===== src/rtl/irq_pkg.sv =====
package irq_pkg;
  localparam int unsigned REG_W = 16;
  localparam int unsigned ADR_W = 2;

  localparam logic [ADR_W-1:0] ADR_STS = 2'd0;
  localparam logic [ADR_W-1:0] ADR_MSK = 2'd1;
  localparam logic [ADR_W-1:0] ADR_CTL = 2'd2;

  // status bit positions
  localparam int unsigned B_RX_EARLY = 13;
  localparam int unsigned B_RX_DZERO = 12;
  localparam int unsigned B_RX_FILL  = 11;
  localparam int unsigned B_RX_PKT   = 10;
  localparam int unsigned B_RX_ERR   = 9;
  localparam int unsigned B_TX_DZERO = 5;
  localparam int unsigned B_TX_SPACE = 4;
  localparam int unsigned B_TX_DONE  = 3;
  localparam int unsigned B_MISC     = 2;
  localparam int unsigned B_TX_ERR   = 1;

  localparam logic [REG_W-1:0] STS_VALID = 16'h3E3E;

  // control bits
  localparam int unsigned CTL_W     = 4;
  localparam int unsigned C_EN      = 0;
  localparam int unsigned C_FORCE   = 1;
  localparam int unsigned C_COR     = 2;
  localparam int unsigned C_BUSFAIL = 3;
endpackage


===== src/rtl/irq_rst_sync.sv =====
module irq_rst_sync #(
  parameter int unsigned STAGES = 2
) (
  input  logic clk,
  input  logic rst_n,
  output logic rst_s
);
  logic [STAGES-1:0] sync_q;
  logic [STAGES-1:0] sync_d;

  always_comb begin
    sync_d = {sync_q[STAGES-2:0], 1'b1};
  end

  always_ff @(posedge clk or negedge rst_n) begin
    if (!rst_n) sync_q <= '0;
    else        sync_q <= sync_d;
  end

  assign rst_s = sync_q[STAGES-1];
endmodule


===== src/rtl/irq_cfg_regs.sv =====
module irq_cfg_regs
  import irq_pkg::*;
(
  input  logic             clk,
  input  logic             rst_s,
  input  logic             msk_we,
  input  logic             ctl_we,
  input  logic [REG_W-1:0] wdata,
  output logic [REG_W-1:0] msk_q,
  output logic [CTL_W-1:0] ctl_q
);
  logic [REG_W-1:0] msk_d;
  logic [CTL_W-1:0] ctl_d;

  always_comb begin
    msk_d = msk_we ? wdata : msk_q;
    ctl_d = ctl_we ? wdata[CTL_W-1:0] : ctl_q;
  end

  always_ff @(posedge clk or negedge rst_s) begin
    if (!rst_s) begin
      msk_q <= '0;
      ctl_q <= '0;
    end else begin
      msk_q <= msk_d;
      ctl_q <= ctl_d;
    end
  end
endmodule


===== src/rtl/irq_status_bank.sv =====
module irq_status_bank #(
  parameter int unsigned           W     = 16,
  parameter logic [W-1:0]          VALID = '1
) (
  input  logic         clk,
  input  logic         rst_s,
  input  logic [W-1:0] set_v,
  input  logic [W-1:0] clr_v,
  output logic [W-1:0] sts_q
);
  logic [W-1:0] sts_d;

  for (genvar i = 0; i < W; i++) begin : g_bit
    if (VALID[i]) begin : g_live
      // set has priority over clear
      always_comb sts_d[i] = set_v[i] | (sts_q[i] & ~clr_v[i]);
    end else begin : g_tied
      always_comb sts_d[i] = 1'b0 & (set_v[i] | clr_v[i]);
    end
  end

  always_ff @(posedge clk or negedge rst_s) begin
    if (!rst_s) sts_q <= '0;
    else        sts_q <= sts_d;
  end
endmodule


===== src/rtl/irq_out_reg.sv =====
module irq_out_reg
  import irq_pkg::*;
(
  input  logic             clk,
  input  logic             rst_s,
  input  logic [REG_W-1:0] sts,
  input  logic [REG_W-1:0] msk,
  input  logic             en,
  input  logic             force_int,
  output logic             irq_q
);
  logic irq_d;

  always_comb begin
    irq_d = en & ((|(sts & msk)) | force_int);
  end

  always_ff @(posedge clk or negedge rst_s) begin
    if (!rst_s) irq_q <= 1'b0;
    else        irq_q <= irq_d;
  end
endmodule


===== src/rtl/irq_status_unit.sv =====
module irq_status_unit
  import irq_pkg::*;
#(
  parameter int unsigned FREE_W    = 16,
  parameter int unsigned SPACE_MIN = 8192
) (
  input  logic              clk,
  input  logic              rst_n,
  input  logic              rx_early_i,
  input  logic              rx_dzero_i,
  input  logic              rx_fill_i,
  input  logic              rx_pkt_i,
  input  logic              rx_err_i,
  input  logic              tx_dzero_i,
  input  logic              tx_done_i,
  input  logic              tx_err_i,
  input  logic              link_down_i,
  input  logic              bus_fail_i,
  input  logic [FREE_W-1:0] tx_free_i,
  input  logic              reg_wr_i,
  input  logic              reg_rd_i,
  input  logic [ADR_W-1:0]  reg_addr_i,
  input  logic [REG_W-1:0]  reg_wdata_i,
  output logic [REG_W-1:0]  reg_rdata_o,
  output logic              irq_o
);
  localparam logic [FREE_W:0] SPACE_LIM = (FREE_W+1)'(SPACE_MIN);

  logic             rst_s;
  logic [REG_W-1:0] sts_q;
  logic [REG_W-1:0] msk_q;
  logic [CTL_W-1:0] ctl_q;
  logic [REG_W-1:0] set_v;
  logic [REG_W-1:0] clr_v;
  logic             space_ok;
  logic             misc_ev;
  logic             w1c;
  logic             cor;

  irq_rst_sync #(.STAGES(2)) u_rst (
    .clk   (clk),
    .rst_n (rst_n),
    .rst_s (rst_s)
  );

  // register decode
  always_comb begin
    w1c = reg_wr_i & (reg_addr_i == ADR_STS) & ~ctl_q[C_COR];
    cor = reg_rd_i & (reg_addr_i == ADR_STS) &  ctl_q[C_COR];
  end

  // event and level sources
  always_comb begin
    space_ok = {1'b0, tx_free_i} >= SPACE_LIM;
    misc_ev  = link_down_i | (bus_fail_i & ctl_q[C_BUSFAIL]);
    set_v             = '0;
    set_v[B_RX_EARLY] = rx_early_i;
    set_v[B_RX_DZERO] = rx_dzero_i;
    set_v[B_RX_FILL]  = rx_fill_i;
    set_v[B_RX_PKT]   = rx_pkt_i;
    set_v[B_RX_ERR]   = rx_err_i;
    set_v[B_TX_DZERO] = tx_dzero_i;
    set_v[B_TX_SPACE] = space_ok;
    set_v[B_TX_DONE]  = tx_done_i;
    set_v[B_MISC]     = misc_ev;
    set_v[B_TX_ERR]   = tx_err_i;
  end

  // clear sources; the level bit is cleared only by its own comparison
  always_comb begin
    clr_v             = ({REG_W{w1c}} & reg_wdata_i) | {REG_W{cor}};
    clr_v[B_TX_SPACE] = ~space_ok;
  end

  irq_status_bank #(.W(REG_W), .VALID(STS_VALID)) u_sts (
    .clk   (clk),
    .rst_s (rst_s),
    .set_v (set_v),
    .clr_v (clr_v),
    .sts_q (sts_q)
  );

  irq_cfg_regs u_cfg (
    .clk    (clk),
    .rst_s  (rst_s),
    .msk_we (reg_wr_i & (reg_addr_i == ADR_MSK)),
    .ctl_we (reg_wr_i & (reg_addr_i == ADR_CTL)),
    .wdata  (reg_wdata_i),
    .msk_q  (msk_q),
    .ctl_q  (ctl_q)
  );

  irq_out_reg u_irq (
    .clk       (clk),
    .rst_s     (rst_s),
    .sts       (sts_q),
    .msk       (msk_q),
    .en        (ctl_q[C_EN]),
    .force_int (ctl_q[C_FORCE]),
    .irq_q     (irq_o)
  );

  always_comb begin
    unique case (reg_addr_i)
      ADR_STS: reg_rdata_o = sts_q;
      ADR_MSK: reg_rdata_o = msk_q;
      ADR_CTL: reg_rdata_o = {{(REG_W-CTL_W){1'b0}}, ctl_q};
      default: reg_rdata_o = '0;
    endcase
  end
endmodule


===== config.mk =====
export PLATFORM = sky130hd
export DESIGN_NAME = irq_status_unit
export DESIGN_NICKNAME = d
export VERILOG_FILES = /design/src/rtl/irq_pkg.sv /design/src/rtl/irq_rst_sync.sv /design/src/rtl/irq_cfg_regs.sv /design/src/rtl/irq_status_bank.sv /design/src/rtl/irq_out_reg.sv /design/src/rtl/irq_status_unit.sv
export SDC_FILE = /design/constraint.sdc
export NUM_CORES = 1
export LEC_CHECK = 0
export BUFFER_PORTS_ARGS = -buffer_cell sky130_fd_sc_hd__buf_2
export CORE_MARGIN = 2
export CORE_UTILIZATION = 40
export CTS_BUF_LIST = sky130_fd_sc_hd__clkbuf_4 sky130_fd_sc_hd__clkbuf_8
export DETAILED_ROUTE_END_ITERATION = 7
export PLACE_DENSITY = 0.74
export REMOVE_ABC_BUFFERS = 1
export SLEW_MARGIN = 15
export SYNTH_ARGS = -nofsm -noshare
export SYNTH_HDL_FRONTEND = slang
export SYNTH_SLANG_ARGS = --single-unit

===== constraint.sdc =====
create_clock -name clk -period 1 [get_ports clk]
set_input_delay 0.05 -clock clk [delete_from_list [all_inputs] [get_ports clk]]
set_output_delay 0.05 -clock clk [all_outputs]
set_load 0.02 [all_outputs]

; Yosys cells after proc, flatten, opt, wreduce, memory -nomap -nowiden
; Index checks and enable logic that the tools add are counted.
[op_classes]
magnitude_cmp = 1
n_eq_ne = 2
n_mux = 1
n_bitwise = 43
n_reduce_logical = 2
[op_table]
columns = op, count
row1 = $pmux W16 S3, 1
row2 = $and A1 B1 Y1, 18
row3 = $and A14 B16 Y16, 1
row4 = $ge A16 B14 Y1 const B, 1
row5 = $reduce_or A16 Y1, 1
row6 = $and A14 B14 Y14, 1
row7 = $or A14 B14 Y14, 1
row8 = $or A1 B1 Y1, 12
row9 = $not A1 Y1, 10
row10 = $eq A2 B1 Y1 const B, 1
row11 = $eq A2 B2 Y1 const B, 1
row12 = $logic_not A2 Y1, 1
[word_totals]
regBits = 33
out_inout_bits = 17
elab_cells = 54

; Longest topological paths before layout
; Gate-level depths: netlist of the first run.
[depth]
ltp_word = 8
depth_mapped = 5
ltp_nobuf = 3

; Cells and area by module
; From an unflattened synthesis of the first run, not the netlist that was laid out.
[hier_totals]
hier_cells = 176
hier_area_um2 = 1956.9
[modules_own_cells]
columns = mod, instances, cells_per_inst, area_each_um2, seq_area_each_um2
row1 = irq_cfg_regs, 1, 42, 794.5, 500.5
row2 = irq_status_unit, 1, 82, 589.3, 0.0
row3 = irq_status_bank, 1, 37, 411.6, 250.2
row4 = irq_out_reg, 1, 12, 107.6, 25.0
row5 = irq_rst_sync, 1, 3, 53.8, 50.0

; Worst setup path before layout of the first run
; OpenSTA, ideal clock, no wires.
[synth_path]
path_type = flip-flop to flip-flop
from = register u_cfg.ctl_q[2]
to = register u_sts.sts_q[10]
setup_ns = 0.120
t_arrival_ns = 1.084
t_required_ns = 0.880
setup_slack_ns = -0.204
stages_incl_launch_ff = 4
path_cell_list = dfrtp_1 -> nor4b_4 -> nand2_1 -> a31o_2
[synth_via]
elab_chain_cells = 7
word_cells_on_any_way = 8
classes_between = 8 x bitwise
[synth_lines]
columns = element, line
row1 = start: declaration, irq_cfg_regs.sv:10  ; output logic [CTL_W-1:0] ctl_q
row2 = start signal: assignment, irq_cfg_regs.sv:26  ; ctl_q <= ctl_d;
row3 = $not A1 Y1, irq_status_unit.sv:48  ; w1c = reg_wr_i & (reg_addr_i == ADR_STS) & ~ctl_q[C_COR];
row4 = $and A1 B1 Y1, irq_status_unit.sv:48
row5 = $and A14 B14 Y14, irq_status_unit.sv:71  ; clr_v = ({REG_W{w1c}} & reg_wdata_i) | {REG_W{cor}};
row6 = $or A14 B14 Y14 *, irq_status_unit.sv:71
row7 = $not A1 Y1 *, irq_status_bank.sv:16  ; always_comb sts_d[i] = set_v[i] | (sts_q[i] & ~clr_v[i]);
row8 = $and A1 B1 Y1 *, irq_status_bank.sv:16
row9 = $or A1 B1 Y1 *, irq_status_bank.sv:16
row10 = via u_sts.sts_d[10], irq_status_bank.sv:11  ; logic [W-1:0] sts_d;
row11 = end signal: assignment, irq_status_bank.sv:24  ; else sts_q <= sts_d;
row12 = end: declaration, irq_status_bank.sv:9  ; output logic [W-1:0] sts_q
; The timed path passes the listed nets; every way through them passes the cells marked *.
; A chain may end at the register's enable or synchronous reset.

; Final worst setup path of the first run
[layout_path]
from = register u_cfg.ctl_q[2]
to = register u_sts.sts_q[3]
; Same word-level chain as after synthesis.

==> key figures, run 1 <==
Run status
  • Outcome: finished, violations left
  • Violated checks: negative setup slack

Route
  • WL final: approximately 4.6 mm
  • DRT antenna net count: 0
  • Initial DRC Count: 77
  • Wirelength per Cell: 16.2 um
  • Vias per cell: 5.01
  • Via count: ~1400
  • Remaining DRCs: 0
  • 1st-pass router iterations: 4

Power
  • Combinational power share: ~29%
  • Lkg Pwr: between 1 and 1.5 nW
  • Internal: about 3.1 mW
  • Psw: about 1.1 mW
  • PnR Total Power: 4.18 mW
  • Power Density: approximately 1600 nW/um^2
  • Part of the power in the clock network: a little under a third
  • Reg power frac: between 30 and 40%
  • Worst VDD drop: roughly 1.2 mV
  • Sw Ratio: roughly 26%

Worst setup path
  • Critical Path End Type: register
  • CP max stage delay: ~0.40 ns
  • WS Path Type: reg -> reg
  • Crit path DAT: about 1.5 ns
  • Critical path fanouts, max: 4
  • CP Cell Sequence: buf_6, nor4b_4, buf_4, nand2_2, a31o_2
  • Startpoint Class: register
  • CP Data Required Time: between 1 and 1.5 ns
  • Critical-path top delay cell: dfrtp_1

Layout
  • Most common cell after layout, fill and taps aside: buf_2
  • Diodes inserted: 0
  • Post-layout util: between 60% and 70%
  • Most frequent cells in the layout: buf_2, buf_4, dfrtp_1
  • Layout Cells excl Fill: between 200 and 300
  • Area growth syn-to-layout: 65.8%
  • Nets: about 280
  • Share of layout cells above drive strength 1: around three fifths

Clocking
  • H-tree Lvls: 2
  • Num CTS Buffers: 5
  • CTS Sinks: 33
  • Clock Tree Buf Depth: 2
  • Clk_lat worst skew: just under 0.3 ns
  • CTS tree: yes
  • Clock root cell: clkbuf_8
  • Worst-path clk slew: roughly 0.07 ns

Floorplan
  • Core area: about 3700 um^2
  • Die Width: around 66 um
  • Top Ports: 65
  • Die area: ~4400 um^2
  • Die Span Y: roughly 66 um
  • Initial cell density of the core: a little over two fifths
  • Num rows: 22

GRT
  • Number of global-route vias before repair: ~1500
  • Largest net degree at the start of global routing: 32
  • Antenna violations before repair: 0
  • GRT Total Usage: around 22%
  • Gr ovfl total: 0
  • First-pass GRT wire length: between 6 and 7 mm

Placement
  • Dpl cells: 238
  • Setup WS pre-CTS: -0.243 ns
  • Port Buf Inserts: 51
  • RePlAce Congestion: just over 0.8
  • HPWL after detailed placement: 2.82 mm

Timing
  • Min Tclk post-route: between 1 and 1.5 ns
  • F_max: about 0.74 GHz
  • Fin. Hold Viols: 0
  • Slew Viols, Final: 0
  • RSZ-0062 raised after global routing: true
  • Period utilisation layout: 134%
  • Post-Route Skew: 0.00982 ns
  • Worst Slack Setup Final: -0.344 ns
  • Finish-stage setup viols: 22

Synth
  • Synth warnings: 0
  • Netlist cell types: 27
  • Gate Count Post-Synth: approximately 120
  • Sequential element share of the synthesized area: 52.9%
  • Syn Area/Cell: approximately 13 um^2
  • #FFs+latches synth: 33
  • Post-Syn Area: roughly 1600 um^2

Flow run
  • Max-cap violations: 0

Worst hold path
  • Worst hold path type: in -> reg
-- per-layer routing --
layer | GRT usage, % | vias up | part of all wire, %
met5 | 0 | - | 0
met4 | 9.18 | 0 | 2.9
met3 | 7.26 | 15 | 4.4
met2 | 37.0 | 54 | 52
met1 | 24.8 | 695 | 41
li1 | - | 660 | -
-- cell families (layout without fill, tap and decap cells) --
group | Yosys count | count (layout) | share of synthesized area [%]
AO/OA/AOI/OAI | 20 | 20 | 9.94
buffers and inverters | 4 | 118 | 1.60
flip-flops | 33 | 33 | 52.9
multiplexers | 30 | 30 | 23.2
other | 1 | 1 | 0.240
AND/OR/NAND/NOR | 34 | 34 | 12.1
-- power groups by stage --
| stage | logic (mW) | clock network [mW] | registers [mW] |
|---|---|---|---|
| 5_1_grt | 1.28 | 1.43 | 1.68 |
| 6_report | 1.20 | 1.32 | 1.66 |
| 3_5_place_dp | 0.853 | 0 | 1.68 |
| 3_3_place_gp | 0.832 | 0 | 1.66 |
| 2_1_floorplan | 0.468 | 0 | 1.67 |
| 4_1_cts | 1.08 | 1.36 | 1.64 |
-- stage by stage --
step                      hold slack, ns  cell area, um^2  TNS [ns]
after floorplan                   -0.246             1540     -1.86
after detailed placement          -0.162             2020     -5.93
final                             0.0114             2590     -5.14
after global routing           0.0000223             2590     -6.38
after global placement            -0.166             2020     -5.14
after CTS                       0.000765             2470     -5.05
-- worst paths after layout --
| kind | startpoint | endpoint | slack, ns | depth (start not counted) |
|---|---|---|---|---|
| setup / recovery | u_cfg.ctl_q[2]$_DFFE_PN0P_ | u_sts.sts_q[3]$_DFF_PN0_ | -0.34 | 5 |
| hold / removal | reg_wdata_i[5] | u_cfg.msk_q[5]$_DFFE_PN0P_ | 0.01 | 2 |
| setup reg to reg | u_cfg.ctl_q[2]$_DFFE_PN0P_ | u_sts.sts_q[3]$_DFF_PN0_ | -0.34 | 5 |
| hold reg to reg | u_rst.sync_q[1]$_DFF_PN0_ | u_sts.sts_q[9]$_DFF_PN0_ | 0.23 | 1 |
| max in group asynchronous | u_rst.sync_q[1]$_DFF_PN0_ | u_sts.sts_q[11]$_DFF_PN0_ | 0.60 | 1 |
| min in group asynchronous | rst_n | u_rst.sync_q[1]$_DFF_PN0_ | 0.06 | 2 |
-- critical path, delay by kind of cell (launching register included) --
| kind | cells | cell delay [ns] |
|---|---|---|
| flip-flops | 1 | 0.40 |
| AO/OA/AOI/OAI | 1 | 0.24 |
| buffers and inverters | 2 | 0.33 |
| AND/OR/NAND/NOR | 2 | 0.27 |
-- repair_timing --
item                                    4_1_cts  5_1_grt
endpoints found under the setup margin       26       27
pin swaps                                     1        6
hold endpoints to repair                     18        2
gates resized for setup                      22       17
hold buffers                                 19        2
setup buffers                                11        6
-- synthesized netlist by cell type --
cell / count / area [um^2]
a21o_1: 1 / 7.51
a21oi_1: 1 / 5.00
a222oi_1: 1 / 10.0
a22o_1: 1 / 8.76
a22oi_1: 3 / 22.5
a31o_2: 9 / 78.8
and2_1: 5 / 31.3
and2b_2: 1 / 8.76
buf_1: 1 / 3.75
buf_2: 1 / 5.00
buf_6: 1 / 11.3
clkbuf_2: 1 / 5.00
conb_1: 1 / 3.75
dfrtp_1: 33 / 826
mux2_2: 10 / 113
mux2_4: 10 / 150
mux2i_1: 10 / 100
nand2_1: 13 / 48.8
nand2_4: 1 / 11.3
nand3_1: 1 / 5.00
nand3b_1: 2 / 15.0
nor2_1: 7 / 26.3
nor2b_1: 2 / 12.5
nor4b_4: 1 / 23.8
o21a_1: 1 / 7.51
o21ai_0: 3 / 15.0
or3_1: 1 / 6.26
-- registers in the layout, indices dropped and copies added (netlist names) --
name,flops
u_cfg.ctl_q,4
u_cfg.msk_q,16
u_irq.irq_q,1
u_rst.sync_q,2
u_sts.sts_q,10
-- area by class of cell --
cell class,instances,area (um^2)
Clock buffer,7,90.1
Clock inverter,1,30.0
Fill cell,267,1130
Multi-Input combinational cell,85,736
Sequential cell,33,826
Tap cell,48,60.1
Timing Repair Buffer,110,847
(Power assumes the default switching activity.)
==> inputs of run 2 (changes only) <==
Settings changed: GPL_TIMING_DRIVEN set to 0.
==> run 2 against run 1 <==
Effect of this change:
- first-iteration DRC count is 7.8% higher
- clock skew is 0.0061 ns lower
- worst hold slack worse by 0.0025 ns
- the run still ends with negative setup slack left
==> key figures, run 2 (synthesis results as in run 1) <==
Worst setup path
  • Critical-path top delay cell: dfrtp_1
  • Worst Setup EP: u_sts.sts_q[1]$_DFF_PN0_
  • Critical path fanouts, max: 5
  • CP Data Required Time: around 1.2 ns
  • R2R Setup Slk: -0.25 ns
  • Worst r2r src: u_cfg.ctl_q[2]$_DFFE_PN0P_
  • CP max stage delay: between 0.4 and 0.5 ns
  • Critical Path End Type: register
  • Reg2Reg Depth: 4
  • Crit path from: u_cfg.ctl_q[2]$_DFFE_PN0P_
  • Reg2reg end: u_sts.sts_q[1]$_DFF_PN0_
  • CP Cell Sequence: nor4b_4, buf_4, nand2_2, a31o_2
  • Crit path DAT: 1.42 ns
  • Startpoint Class: register
  • WS Path Type: reg -> reg

Route
  • 1st-pass router iterations: 4
  • Wirelength per Cell: about 16 um
  • Vias per cell: approximately 5.0
  • Remaining DRCs: 0
  • Via count: about 1300
  • DRT antenna net count: 0
  • Initial DRC Count: 83
  • WL final: ~4.1 mm

Clocking
  • Worst-path clk slew: around 0.060 ns
  • CTS Sinks: 33
  • Clock root cell: clkbuf_8
  • H-tree Lvls: 2
  • CTS tree: yes
  • Clk_lat worst skew: about 0.28 ns
  • Num CTS Buffers: 5
  • Clock Tree Buf Depth: 2

Timing
  • RSZ-0062 raised after global routing: true
  • Post-Route Skew: approximately 0.0038 ns
  • Min Tclk post-route: between 1 and 1.5 ns
  • Slew Viols, Final: 0
  • Worst Slack Setup Final: -0.251 ns
  • Period utilisation layout: 125%
  • Final setup TNS: -3.44 ns
  • Fin. Hold Viols: 0
  • F_max: roughly 0.8 GHz
  • Finish-stage setup viols: 21
  • Max transition margin: about 56%
  • Worst Tran Pin Value: roughly 0.66 ns

Floorplan
  • Initial cell density of the core: between 40% and 50%
  • Die area: approximately 4400 um^2
  • Num rows: 22
  • Die Span Y: ~66 um
  • Die Width: 66.5 um
  • Top Ports: 65
  • Core area: approximately 3700 um^2

GRT
  • Antenna violations before repair: 0
  • Gr ovfl total: 0
  • GRT Total Usage: 19.6%
  • Largest net degree at the start of global routing: 32
  • Number of global-route vias before repair: ~1300
  • First-pass GRT wire length: 6.37 mm

Power
  • Lkg Pwr: between 1 and 1.5 nW
  • Worst VDD drop: ~1.3 mV
  • PnR Total Power: 3.70 mW
  • Power Density: between 1500 and 2000 nW/um^2

Worst hold path
  • Worst hold path type: in -> reg

Layout
  • Fin area: roughly 2300 um^2
  • Largest regs: u_cfg.msk_q (16), u_sts.sts_q (10), u_cfg.ctl_q (4)
  • Diodes inserted: 0
  • Most common cell after layout, fill and taps aside: buf_2
  • Share of layout cells above drive strength 1: about three fifths
  • Area growth syn-to-layout: 49.2%
  • # fillers: 298
  • Largest register FFs: 16
  • Most frequent cells in the layout: buf_2, dfrtp_1, buf_4
  • Sequential Area: around 830 um^2
  • Top reg by flops: u_cfg.msk_q
  • Footprint of the multi-input gates: about 760 um^2
  • Nets: between 200 and 300

Placement
  • Port Buf Inserts: 51
  • HPWL after detailed placement: roughly 2.5 mm
  • Setup WS pre-CTS: -0.455 ns
  • RePlAce Congestion: around 0.73
  • Cell area after placement: 1850 um^2

Flow run
  • Max-cap violations: 0

Run status
  • Outcome: finished, violations left
  • Violated checks: negative setup slack
==> run 2: changes by cell type in the layout (fill, tap and decap cells not counted), moves of 2 or more <==
| cell | before | now |
|---|---|---|
| buf_4 | 33 | 20 |
| dlygate4sd3_1 | 21 | 13 |
| buf_6 | 15 | 9 |
| buf_2 | 40 | 42 |
| clkbuf_4 | 1 | 3 |
==> run 2: worst min path at each step <==
stage,depth (start not counted),startpoint,to,slack [ns]
after global routing,2,reg_wdata_i[7],u_cfg.msk_q[7]$_DFFE_PN0P_,0.004
after detailed placement,1,rst_n,u_rst.sync_q[1]$_DFF_PN0_,-0.16
after global placement,1,rst_n,u_rst.sync_q[0]$_DFF_PN0_,-0.17
after CTS,2,reg_wdata_i[15],u_cfg.msk_q[15]$_DFFE_PN0P_,0.002
final,2,reg_wdata_i[14],u_cfg.msk_q[14]$_DFFE_PN0P_,0.009
after floorplan,0,rst_n,u_rst.sync_q[0]$_DFF_PN0_,-0.25
==> run 2: cell type report <==
class                           count  area share (%)
Tap cell                           48            2.58
Clock buffer                        8            3.92
Timing Repair Buffer               84            25.4
Sequential cell                    33            35.5
Multi-Input combinational cell     85            32.6
==> run 2: per-stage QoR <==
stage | utilization (%) | std cells | hold WS, ns
3_3_place_gp | 49.8 | 217 | -0.166
2_1_floorplan | - | 118 | -0.246
3_5_place_dp | 49.8 | 217 | -0.161
5_1_grt | 62.7 | 258 | 0.00352
6_report | 62.7 | 258 | 0.00891
4_1_cts | 59.4 | 252 | 0.00239
==> run 2: worst max-delay path: cells and delay by family (launching register included) <==
| family | cells | cell delay [ns] |
|---|---|---|
| DFF | 1 | 0.41 |
| and+or+nand+nor | 2 | 0.31 |
| AOI/OAI and AO/OA | 1 | 0.22 |
| buffers and inverters | 1 | 0.21 |
==> run 2: per-layer routing <==
metal	up-vias	routed length, um	global-route usage [%]
li1	612	-	-
met1	644	1710	25.4
met2	41	2160	33.4
met3	2	196	4.90
met4	0	18	3.83
met5	-	0	0
==> run 2: timing repair <==
| item | 4_1_cts | 5_1_grt |
|---|---|---|
| gates resized for setup | 12 | 23 |
| endpoints found under the hold margin | 11 | 1 |
| hold buffers | 12 | 1 |
| pin swaps | 17 | 6 |
| setup buffers | 15 | 5 |
| endpoints found under the setup margin | 73 | 26 |
==> run 2: power breakdown <==
part           switching (mW)  internal (mW)  leakage (nW)
Sequential              0.161           1.53         0.365
Clock                   0.436          0.575        0.0498
Combinational           0.403          0.600         0.700
Total                    1.00           2.70          1.11
==> inputs of run 3 (changes only) <==
Settings changed: GPL_TIMING_DRIVEN 0 to 1, SKIP_LAST_GASP set to 1.
==> run 3 against run 2 <==
Effect of this change:
- the run still ends with negative setup slack left
- clock power is 31% higher
- sequential cell count stayed put
- register-to-register slack worse by 0.13 ns
- design area is 11% higher
- worst hold slack better by 0.0058 ns
- worst setup slack worse by 0.13 ns
- clock skew is 0.0031 ns higher
- routed wire length is 10% higher
- fmax is 9.4% lower
- critical path depth is 1 higher
- count of clock-buffer cells in the layout is 1 lower
- critical path type unchanged
- critical endpoint unchanged
- highest routed layer unchanged
==> key figures, run 3 (synthesis results as in run 1) <==
Layout
  • Area growth syn-to-layout: 65.8%
  • Largest regs: u_cfg.msk_q (16), u_sts.sts_q (10), u_cfg.ctl_q (4)
  • Top reg by flops: u_cfg.msk_q
  • Most frequent cells in the layout: buf_2, dfrtp_1, buf_4
  • Footprint of the multi-input gates: about 750 um^2
  • Diodes inserted: 0
  • Layout Cells excl Fill: between 200 and 300
  • # fillers: between 200 and 300
  • Largest register FFs: 16
  • Nets: roughly 280
  • Most common cell after layout, fill and taps aside: buf_2
  • Sequential Area: between 800 and 900 um^2
  • Fin area: approximately 2600 um^2
  • Share of layout cells above drive strength 1: 60.3%

Floorplan
  • Initial cell density of the core: between 40% and 50%
  • Die area: 4420 um^2
  • Die Width: approximately 66 um
  • Top Ports: 65
  • Num rows: 22
  • Die Span Y: about 66 um
  • Core area: between 3000 and 4000 um^2

Route
  • Initial DRC Count: 75
  • Wirelength per Cell: ~16 um
  • Vias per cell: just under 5
  • Via count: 1397
  • WL final: 4.51 mm
  • Remaining DRCs: 0
  • 1st-pass router iterations: 4
  • DRT antenna net count: 0

Timing
  • Slew Viols, Final: 0
  • RSZ-0062 raised after global routing: true
  • Post-Route Skew: 0.00681 ns
  • Finish-stage setup viols: 22
  • Period utilisation layout: 138%
  • Worst Slack Setup Final: -0.381 ns
  • F_max: 0.724 GHz
  • Fin. Hold Viols: 0
  • Min Tclk post-route: approximately 1.4 ns
  • Hold Slack: around 0.015 ns
  • Final setup TNS: -5.32 ns

Power
  • PnR Total Power: 4.17 mW
  • Power Density: around 1600 nW/um^2
  • Lkg Pwr: 1.25 nW
  • Worst VDD drop: between 1 and 1.5 mV

Worst setup path
  • WS Path Type: reg -> reg
  • CP Data Required Time: roughly 1.2 ns
  • Reg2reg end: u_sts.sts_q[1]$_DFF_PN0_
  • R2R Setup Slk: -0.38 ns
  • Worst r2r src: u_cfg.ctl_q[2]$_DFFE_PN0P_
  • Reg2Reg Depth: 5
  • Critical Path End Type: register
  • Crit path DAT: 1.56 ns
  • Critical path fanouts, max: 5
  • Startpoint Class: register

Clocking
  • Clock root cell: clkbuf_8
  • Num CTS Buffers: 5
  • Clk_lat worst skew: approximately 0.29 ns
  • CTS tree: yes
  • Clock Tree Buf Depth: 2
  • CTS Sinks: 33
  • H-tree Lvls: 2
  • Worst-path clk slew: about 0.07 ns

Placement
  • Dpl cells: 238
  • HPWL after detailed placement: roughly 2.8 mm
  • Cell area after placement: approximately 2000 um^2
  • Port Buf Inserts: 51
  • RePlAce Congestion: 0.808

GRT
  • Gr ovfl total: 0
  • First-pass GRT wire length: ~7 mm
  • GRT Total Usage: 21.9%
  • Number of global-route vias before repair: 1554
  • Largest net degree at the start of global routing: 32
  • GR Util met1: 24.6%
  • Grt peak-use layer: met2
  • Antenna violations before repair: 0
  • Met2 Track Usage GR: between 30% and 40%
  • Met3 Use GR: approximately 7.4%

Run status
  • Outcome: finished, violations left
  • Violated checks: negative setup slack

Worst hold path
  • WHS Endpoint: u_cfg.msk_q[5]$_DFFE_PN0P_
  • Worst hold path stage count: 2
  • Worst hold path type: in -> reg
  • Hold path start: reg_wdata_i[5]

Flow run
  • Max-cap violations: 0
-- run 3: cell types whose count changed in the layout (fill, tap and decap cells not counted), moves of 2 or more --
| cell | delta |
|---|---|
| dlygate4sd3_1 | +7 |
| buf_6 | +7 |
| buf_2 | -2 |
| buf_4 | +11 |
| clkbuf_4 | -2 |
-- run 3: timing repair --
| item | CTS | global route |
|---|---|---|
| setup buffers | 11 | 5 |
| resized for setup | 19 | 25 |
| pin swaps | 1 | 6 |
| setup endpoints to repair | 26 | 27 |
| hold buffers | 19 | 1 |
| hold endpoints to repair | 18 | 1 |
-- run 3: per-stage QoR --
stage / utilization [%] / setup WS [ns]
6_report: 69.7 / -0.381
5_1_grt: 69.7 / -0.424
4_1_cts: 66.4 / -0.345
3_5_place_dp: 54.4 / -0.243
3_3_place_gp: 54.4 / -0.217
2_1_floorplan: - / -0.204
-- run 3: worst max-delay path, cell delays in order, from the launching register on --
cell and delay (ns):
dfrtp_1 0.42, buf_6 0.14, nor4b_4 0.22, buf_4 0.18
nand2_1 0.06, a31o_2 0.25
-- run 3: routing by layer --
layer	routed length [um]	up-vias
met1	1810	675
met4	163	0
li1	-	656
met5	0	-
met2	2310	51
met3	219	15
-- run 3: area by class of cell --
type | instances | area share (%)
multi-input cells | 85 | 29.0
clock buffers | 7 | 3.48
flip-flops and latches | 33 | 31.9
well taps | 48 | 2.32
repair buffers | 108 | 32.2
clock inverters | 1 | 1.16
-- run 3: how the worst max path moves through the flow --
stage	from	endpoint	slack, ns	cells past startpoint
after floorplan	u_cfg.ctl_q[2]$_DFFE_PN0P_	u_sts.sts_q[10]$_DFF_PN0_	-0.20	3
after global placement	reg_addr_i[1]	u_cfg.msk_q[1]$_DFFE_PN0P_	-0.22	4
after detailed placement	reg_addr_i[1]	u_cfg.msk_q[1]$_DFFE_PN0P_	-0.24	4
after CTS	u_cfg.ctl_q[2]$_DFFE_PN0P_	u_sts.sts_q[3]$_DFF_PN0_	-0.34	5
after global routing	u_cfg.ctl_q[2]$_DFFE_PN0P_	u_sts.sts_q[1]$_DFF_PN0_	-0.42	5
final	u_cfg.ctl_q[2]$_DFFE_PN0P_	u_sts.sts_q[1]$_DFF_PN0_	-0.38	5
-- run 3: report_power, final --
| part | total (mW) | internal (mW) | switching [mW] |
|---|---|---|---|
| sequential | 1.66 | 1.53 | 0.135 |
| clock | 1.32 | 0.839 | 0.479 |
| combinational | 1.19 | 0.728 | 0.463 |
